File: config.mk
export PLATFORM = sky130hd
export DESIGN_NAME = lpt_regs
export DESIGN_NICKNAME = d
export VERILOG_FILES = /design/src/rtl/lpt_pkg.sv /design/src/rtl/lpt_host_if.sv /design/src/rtl/lpt_tmo.sv /design/src/rtl/lpt_status.sv /design/src/rtl/lpt_regs.sv
export SDC_FILE = /design/constraint.sdc
export NUM_CORES = 1
export LEC_CHECK = 0
export ABC_AREA = 1
export BUFFER_PORTS_ARGS = -buffer_cell sky130_fd_sc_hd__clkbuf_2
export CAP_MARGIN = 10
export CORE_MARGIN = 2
export CORE_UTILIZATION = 25
export DETAILED_ROUTE_END_ITERATION = 16
export PLACE_DENSITY_LB_ADDON = 0.1
export SYNTH_ARGS = -nofsm -noshare
export SYNTH_HDL_FRONTEND = slang
export SYNTH_HIERARCHICAL = 1
export SYNTH_SLANG_ARGS = --single-unit
File: constraint.sdc
create_clock -name clk_i -period 1.9 [get_ports clk_i]
set_clock_uncertainty 0.2 [all_clocks]
set_input_delay 0.095 -clock clk_i [delete_from_list [all_inputs] [get_ports clk_i]]
set_output_delay 0.095 -clock clk_i [all_outputs]
set_load 0.01 [all_outputs]
File: src/rtl/lpt_pkg.sv
package lpt_pkg;
  localparam int DW = 8;

  typedef enum logic [1:0] {
    OFS_DATA = 2'd0,
    OFS_STAT = 2'd1,
    OFS_CTRL = 2'd2,
    OFS_NONE = 2'd3
  } ofs_e;

  typedef struct packed {
    logic busy;
    logic ack_n;
    logic paper_out;
    logic online;
    logic fault_n;
  } prn_stat_t;

  function automatic logic [DW-1:0] pack_status(prn_stat_t s, logic tmo);
    return {~s.busy, s.ack_n, s.paper_out, s.online, s.fault_n, 2'b00, tmo};
  endfunction
endpackage

File: src/rtl/lpt_host_if.sv
module lpt_host_if
  import lpt_pkg::*;
#(
  parameter int          ADDR_W = 10,
  parameter logic [ADDR_W-1:0] BASE = 10'h378
) (
  input  logic              clk_i,
  input  logic              rst_ni,
  input  logic [ADDR_W-1:0] addr_i,
  input  logic [DW-1:0]     wdata_i,
  input  logic              wr_ni,
  input  logic              rd_ni,
  output logic              wr_stb_o,
  output ofs_e              wr_ofs_o,
  output logic [DW-1:0]     wr_data_o,
  output logic              rd_fall_o,
  output logic              rd_held_o,
  output ofs_e              rd_ofs_o
);
  logic              wr_q, rd_q;
  logic [ADDR_W-1:0] wa_q;
  logic [DW-1:0]     wd_q;

  function automatic ofs_e decode(logic [ADDR_W-1:0] a);
    if (a == BASE)                        return OFS_DATA;
    else if (a == BASE + ADDR_W'(1))      return OFS_STAT;
    else if (a == BASE + ADDR_W'(2))      return OFS_CTRL;
    else                                  return OFS_NONE;
  endfunction

  always_ff @(posedge clk_i or negedge rst_ni) begin
    if (!rst_ni) begin
      wr_q <= 1'b1;
      rd_q <= 1'b1;
      wa_q <= '0;
      wd_q <= '0;
    end else begin
      wr_q <= wr_ni;
      rd_q <= rd_ni;
      if (!wr_ni) begin
        wa_q <= addr_i;
        wd_q <= wdata_i;
      end
    end
  end

  // write commits on the strobe's trailing (rising) edge
  assign wr_stb_o  = wr_ni & ~wr_q;
  assign wr_ofs_o  = decode(wa_q);
  assign wr_data_o = wd_q;
  assign rd_fall_o = ~rd_ni & rd_q;
  assign rd_held_o = ~rd_ni & ~rd_q;
  assign rd_ofs_o  = decode(addr_i);

  p_one_edge_r3: assert property (@(posedge clk_i) disable iff (!rst_ni)
    rd_fall_o |=> !rd_fall_o);
endmodule

File: src/rtl/lpt_tmo.sv
module lpt_tmo #(
  parameter int TERM = 1250000,
  localparam int CW  = $clog2(TERM + 1)
) (
  input  logic clk_i,
  input  logic rst_ni,
  input  logic epp_mode_i,
  input  logic epp_cyc_i,
  input  logic clr_i,
  output logic flag_o
);
  logic [CW-1:0] cnt_q;
  logic          active, at_term;

  assign active  = epp_mode_i & epp_cyc_i;
  assign at_term = (cnt_q == CW'(TERM - 1));

  always_ff @(posedge clk_i or negedge rst_ni) begin
    if (!rst_ni) begin
      cnt_q <= '0;
    end else if (!active) begin
      cnt_q <= '0;
    end else if (!at_term) begin
      cnt_q <= cnt_q + CW'(1);
    end
  end

  // clear beats a same-cycle set
  always_ff @(posedge clk_i or negedge rst_ni) begin
    if (!rst_ni)            flag_o <= 1'b0;
    else if (!epp_mode_i)   flag_o <= 1'b0;
    else if (clr_i)         flag_o <= 1'b0;
    else if (active && at_term) flag_o <= 1'b1;
  end

  p_spp_zero_r7: assert property (@(posedge clk_i) disable iff (!rst_ni)
    !epp_mode_i |=> !flag_o);
  p_w1c_r6: assert property (@(posedge clk_i) disable iff (!rst_ni)
    clr_i |=> !flag_o);
  p_set_cause_r5: assert property (@(posedge clk_i) disable iff (!rst_ni)
    (!flag_o && epp_mode_i && !clr_i && !(epp_cyc_i && at_term)) |=> !flag_o);
endmodule

File: src/rtl/lpt_status.sv
module lpt_status
  import lpt_pkg::*;
(
  input  logic          clk_i,
  input  logic          rst_ni,
  input  logic          rd_fall_i,
  input  logic          rd_held_i,
  input  prn_stat_t     stat_i,
  input  logic          tmo_i,
  output logic [DW-1:0] snap_o
);
  always_ff @(posedge clk_i or negedge rst_ni) begin
    if (!rst_ni)        snap_o <= '0;
    else if (rd_fall_i) snap_o <= pack_status(stat_i, tmo_i);
  end

  p_hold_r3: assert property (@(posedge clk_i) disable iff (!rst_ni)
    rd_held_i |=> $stable(snap_o));
  p_ready_bit_r4: assert property (@(posedge clk_i) disable iff (!rst_ni)
    rd_fall_i |=> (snap_o[7] == !$past(stat_i.busy)) && (snap_o[2:1] == 2'b00));
endmodule

File: src/rtl/lpt_regs.sv
module lpt_regs
  import lpt_pkg::*;
#(
  parameter int          ADDR_W   = 10,
  parameter logic [ADDR_W-1:0] BASE = 10'h378,
  parameter int          CLK_HZ   = 125000000,
  parameter int          TMO_MS   = 10,
  parameter logic [5:0]  CTRL_RST = 6'h04,
  localparam int         TERM     = (CLK_HZ / 1000) * TMO_MS
) (
  input  logic              clk_i,
  input  logic              rst_ni,
  input  logic [ADDR_W-1:0] addr_i,
  input  logic [7:0]        wdata_i,
  input  logic              wr_ni,
  input  logic              rd_ni,
  output logic [7:0]        rdata_o,
  output logic [7:0]        pd_o,
  input  logic [7:0]        pd_i,
  output logic [5:0]        ctrl_o,
  input  logic              prn_busy_i,
  input  logic              prn_ack_ni,
  input  logic              prn_paper_out_i,
  input  logic              prn_online_i,
  input  logic              prn_fault_ni,
  input  logic              epp_mode_i,
  input  logic              epp_cyc_i
);
  logic          wr_stb, rd_fall, rd_held, tmo_flag, tmo_clr;
  ofs_e          wr_ofs, rd_ofs;
  logic [DW-1:0] wr_data, snap;
  prn_stat_t     stat;

  assign stat = '{busy: prn_busy_i, ack_n: prn_ack_ni, paper_out: prn_paper_out_i,
                  online: prn_online_i, fault_n: prn_fault_ni};

  lpt_host_if #(.ADDR_W(ADDR_W), .BASE(BASE)) u_host (
    .clk_i, .rst_ni, .addr_i, .wdata_i, .wr_ni, .rd_ni,
    .wr_stb_o(wr_stb), .wr_ofs_o(wr_ofs), .wr_data_o(wr_data),
    .rd_fall_o(rd_fall), .rd_held_o(rd_held), .rd_ofs_o(rd_ofs)
  );

  assign tmo_clr = wr_stb && (wr_ofs == OFS_STAT) && wr_data[0];

  lpt_tmo #(.TERM(TERM)) u_tmo (
    .clk_i, .rst_ni, .epp_mode_i, .epp_cyc_i,
    .clr_i(tmo_clr), .flag_o(tmo_flag)
  );

  lpt_status u_stat (
    .clk_i, .rst_ni, .rd_fall_i(rd_fall), .rd_held_i(rd_held),
    .stat_i(stat), .tmo_i(tmo_flag), .snap_o(snap)
  );

  always_ff @(posedge clk_i or negedge rst_ni) begin
    if (!rst_ni) begin
      pd_o   <= '0;
      ctrl_o <= CTRL_RST;
    end else if (wr_stb) begin
      if (wr_ofs == OFS_DATA) pd_o   <= wr_data;
      if (wr_ofs == OFS_CTRL) ctrl_o <= wr_data[5:0];
    end
  end

  always_comb begin
    rdata_o = '0;
    if (!rd_ni) begin
      unique case (rd_ofs)
        OFS_DATA: rdata_o = pd_i;
        OFS_STAT: rdata_o = snap;
        OFS_CTRL: rdata_o = {2'b00, ctrl_o};
        default:  rdata_o = '0;
      endcase
    end
  end

  p_data_load_r1: assert property (@(posedge clk_i) disable iff (!rst_ni)
    (wr_stb && wr_ofs == OFS_DATA) |=> pd_o == $past(wr_data));
  p_ctrl_load_r8: assert property (@(posedge clk_i) disable iff (!rst_ni)
    (wr_stb && wr_ofs == OFS_CTRL) |=> ctrl_o == $past(wr_data[5:0]));
  p_unmapped_wr_r9: assert property (@(posedge clk_i) disable iff (!rst_ni)
    (wr_stb && wr_ofs == OFS_NONE) |=> $stable(pd_o) && $stable(ctrl_o));
  p_idle_rdata_r9: assert property (@(posedge clk_i) disable iff (!rst_ni)
    rd_ni |-> rdata_o == 8'h00);
endmodule

# Yosys cells after proc, flatten, opt, wreduce, memory -nomap -nowiden
# Index checks and enable logic that the tools add are counted.
[classes]
eq_ne = 13
reduce_logical = 7
addsub = 1
n_mux = 13
n_bitwise = 6
[ops]
columns = ["operator", "count"]
rows = [
  ["== test 10 bit, second input constant", 6],
  ["2-to-1 mux 21 bit", 2],
  ["case mux 8 bit (3 select lines)", 1],
  ["adder 21 x 1 -> 21 bit, second input constant", 1],
  ["== test 21 bit, second input constant", 1],
  ["2-to-1 mux 2 bit", 4],
  ["2-to-1 mux 8 bit", 1],
  ["2-to-1 mux 1 bit", 5],
  ["== test 2 x 1 -> 1 bit, second input constant", 2],
  ["== test 2 bit, second input constant", 2],
  ["logical NOT 2 bit", 2],
  ["AND reduction 2 bit", 2],
  ["bitwise AND 1 bit", 3],
  ["logical AND 1 bit", 3],
  ["!= test 3 x 1 -> 1 bit, second input constant", 1],
  ["inverter 1 bit", 3],
  ["!= test 2 bit, second input constant", 1],
]
[word_totals]
register_bits = 62
word_cells = 49

# Longest topological paths before layout
[logic_depth]
word_depth = 9
mapped_depth = 10

# By module
# Netlist, hierarchy kept.
[by_module_without_submodules]
columns = ["mod", "cells_per_inst", "n_inst", "area_each_um2"]
rows = [
  ["lpt_tmo", 187, 1, 1365.1],
  ["lpt_regs", 107, 1, 854.6],
  ["lpt_host_if", 102, 1, 835.8],
  ["lpt_status", 29, 1, 244.0],
]

# Worst setup path before layout
# OpenSTA, ideal clock, no wires.
[synth_path]
path_kind = "reg-to-reg"
startpoint = "register u_host.wa_q[7]"
endpoint = "register pd_o[4]"
setup_time_ns = 0.118
path_stages_with_launch = 10
arrival_time_ns = 1.184
synth_period_minus_slack_ns = 1.502
path_slack_ns = 0.398
path_cell_list = "dfrtp_1 > inv_1 > nand2_1 > nor2_1 > nand3_1 > nor2_2 > nand2_2 > buf_6 > nand2_2 > o21ai_2"
[synth_between]
elab_cells_between_ends = 8
cone_classes = "3 x eq/ne; 3 x mux; 2 x reduce/logical"
[synth_rtl]
columns = ["item", "line", "text"]
rows = [
  ["start: declaration", "lpt_host_if.sv:21", "logic [ADDR_W-1:0] wa_q;"],
  ["start signal: assignment", "lpt_host_if.sv:41", "wa_q <= addr_i;"],
  ["== test 10 bit", "lpt_host_if.sv:26", "else if (a == BASE + ADDR_W'(1)) return OFS_STAT;"],
  ["2-to-1 mux 2 bit", "lpt_host_if.sv:26", ""],
  ["2-to-1 mux 2 bit (*)", "lpt_host_if.sv:25", "if (a == BASE) return OFS_DATA;"],
  ["via wr_ofs[1]", "lpt_regs.sv:30", "ofs_e wr_ofs, rd_ofs;"],
  ["logical NOT 2 bit (*)", "lpt_regs.sv:60", "if (wr_ofs == OFS_DATA) pd_o <= wr_data;"],
  ["AND reduction 2 bit (no source line) (*)", "--", ""],
  ["end signal: assignment", "lpt_regs.sv:60", ""],
  ["end: declaration", "lpt_regs.sv:18", "output logic [7:0] pd_o,"],
]
# The timed path passes the listed nets; every way through them passes the cells marked *.
# A chain may end at the register's enable or synchronous reset.

# Worst setup path after layout
[layout_path]
startpoint = "input wr_ni"
endpoint = "register ctrl_o[4]"
[layout_between]
elab_chain_cells = 2
[layout_lines]
columns = ["item", "line", "text"]
rows = [
  ["start: declaration", "lpt_regs.sv:15", "input logic wr_ni,"],
  ["bitwise AND 1 bit", "lpt_host_if.sv:48", "assign wr_stb_o = wr_ni & ~wr_q;"],
  ["via wr_stb", "lpt_regs.sv:29", "logic wr_stb, rd_fall, rd_held, tmo_flag, tmo_clr;"],
  ["AND reduction 2 bit (no source line)", "--", ""],
  ["end signal: assignment", "lpt_regs.sv:61", "if (wr_ofs == OFS_CTRL) ctrl_o <= wr_data[5:0];"],
  ["end: declaration", "lpt_regs.sv:20", "output logic [5:0] ctrl_o,"],
]
# The timed path passes the listed nets, and every way through them passes these cells.

==> flow_summary.json <==
{
  "vias": 2984,
  "syn_area_per_cell_sq_um": 7.77,
  "period_minus_slack_ps": 1760,
  "core_sq_mm": 0.0127,
  "multi_input_area_sq_mm": 0.00146,
  "start_util": 0.259,
  "grt_pass1_vias": 2972,
  "final_common_cell": "nand2_1",
  "numCtsBuffers": 9,
  "grt.overflow.total": 0,
  "clk_path_buf_depth": 2,
  "drt-vias-per-instance": 4.20,
  "p_leak_nw": 2.23,
  "cts_resized": 0,
  "grt_pass1_wl_mm": 14.3,
  "drive_above_1_share": 0.242,
  "port_buffers": 58,
  "fin_nets": 571,
  "drt-pass1-iter-count": 4,
  "finalMaxSlewViolations": 0,
  "timing.fmax_ghz": 0.568,
  "dieArea_sq_mm": 0.0141,
  "maxCapViolCount": 0,
  "antenna_left": 0,
  "mostFrequentLayoutCells": "nand2_1 (142), dfrtp_1 (59), clkbuf_2 (58), inv_1 (43), nor2_1 (43)",
  "cts.sinks": 62,
  "clock_latency_ps": 330,
  "grt_max_degree": 34,
  "postCtsSetupBuffers": 0,
  "rsz0062_at_grt": "yes",
  "nFillCells": 1418,
  "path_clk_slew_ps": 50,
  "ir_worst_vdd_v": 0.000312,
  "die_w_um": 119,
  "ios": 59,
  "wl_mm": 8.38,
  "htreeDepth": 3,
  "syn2layout_area_growth_pct": 36.3,
  "whs_ps": 66.1,
  "cts_tree": "built",
  "post-route-drc-count": 0,
  "power_density_mw_per_mm2": 748,
  "fp.dieH_um": 119,
  "root_buffer": "clkbuf_16",
  "n_antenna_cell": 0,
  "gp_congestion": 0.754,
  "grt.total_usage": 0.127,
  "status": "finished clean",
  "hold_path_class": "input port to asynchronous set/reset pin",
  "crit_fanout": 15,
  "finalSetupTns_ps": 0,
  "seq_area_sq_mm": 0.00156,
  "fp-row-count": 41,
  "finalSetupViolCount": 0,
  "critPathKind": "input port to register",
  "netlist_instances": 424,
  "worst_ep_arrival_time_ps": 1770,
  "syn_area_sq_mm": 0.00330,
  "antenna_found_initial": 0,
  "end_kind": "register",
  "crit_path_start_kind": "input port",
  "finalHoldViolCount": 0,
  "period_share": 0.926,
  "yosys_warnings": 6,
  "drt-initial-drc-count": 112,
  "wl_per_cell_um": 11.8,
  "required_ps": 1910,
  "dp_hpwl_mm": 6.13
}
## per-layer routing
metal,share of wire,wire (um),global-route usage
met1,0.49,4090,0.167
met2,0.45,3740,0.196
met3,0.038,320,0.0259
met4,0.028,233,0.0655
met5,0,0,0
## stage by stage
stage	power (mW)	utilization	setup slack (ps)	cell area, sq um	std cells
after global placement	1.62	0.296	245	3760	652
after CTS	3.42	0.353	131	4490	710
after global routing	3.51	0.353	-15.1	4490	710
final	3.36	0.353	140	4490	710
after detailed placement	1.63	0.296	179	3760	652
after floorplan	1.52	-	398	3300	425
## flip-flops by register name, summed over array words and instances (netlist names)
register / flops
u_tmo/cnt_q: 21
u_host/wa_q: 10
pd_o: 8
u_host/wr_data_o: 8
ctrl_o: 6
u_stat/snap_o: 6
u_host/rd_q: 1
u_host/wr_q: 1
u_tmo/flag_o: 1
## what timing repair did
action | CTS | global route
endpoints found under the setup margin | 0 | 2
endpoints found under the hold margin | 97 | 0
hold buffers | 42 | 0
## worst paths after layout
kind,slack [ps],from,end,cells past startpoint
hold / removal,70,rst_ni,u_host/wr_q$_DFF_PN1_,2
min in group clk_i,260,rd_ni,u_host/rd_q$_DFF_PN1_,2
setup / recovery,140,wr_ni,ctrl_o[4]$_DFFE_PN0P_,7
max in group asynchronous,980,rst_ni,u_tmo/cnt_q[5]$_DFFE_PN0P_,3
hold reg to reg,270,u_stat/snap_o[6]$_DFFE_PN0P_,u_stat/snap_o[6]$_DFFE_PN0P_,2
setup reg to reg,190,u_host/wa_q[7]$_DFFE_PN0N_,pd_o[1]$_DFFE_PN0P_,8
## area by class of cell
type                            count  area share
Clock buffer                       10      0.0532
Inverter                           50      0.0418
Multi-Input combinational cell    303       0.326
Clock inverter                      6      0.0153
Sequential cell                    62       0.346
Tap cell                          172      0.0479
Timing Repair Buffer              107       0.170
## power breakdown
part	switching (mW)	total (mW)	leakage [nW]	internal, mW
Sequential	0.0291	1.40	0.814	1.38
Clock	0.638	1.70	0.149	1.06
Combinational	0.136	0.258	1.26	0.122
Total	0.802	3.36	2.23	2.56
## critical path, cell delays in order
cell           delay, ps
dlygate4sd3_1        530
clkbuf_2             120
inv_2                120
nor2_1               330
nand3_2              340
nand2_1              170
o21ai_2               60
Note: power is estimated with default switching activity, not from simulation.
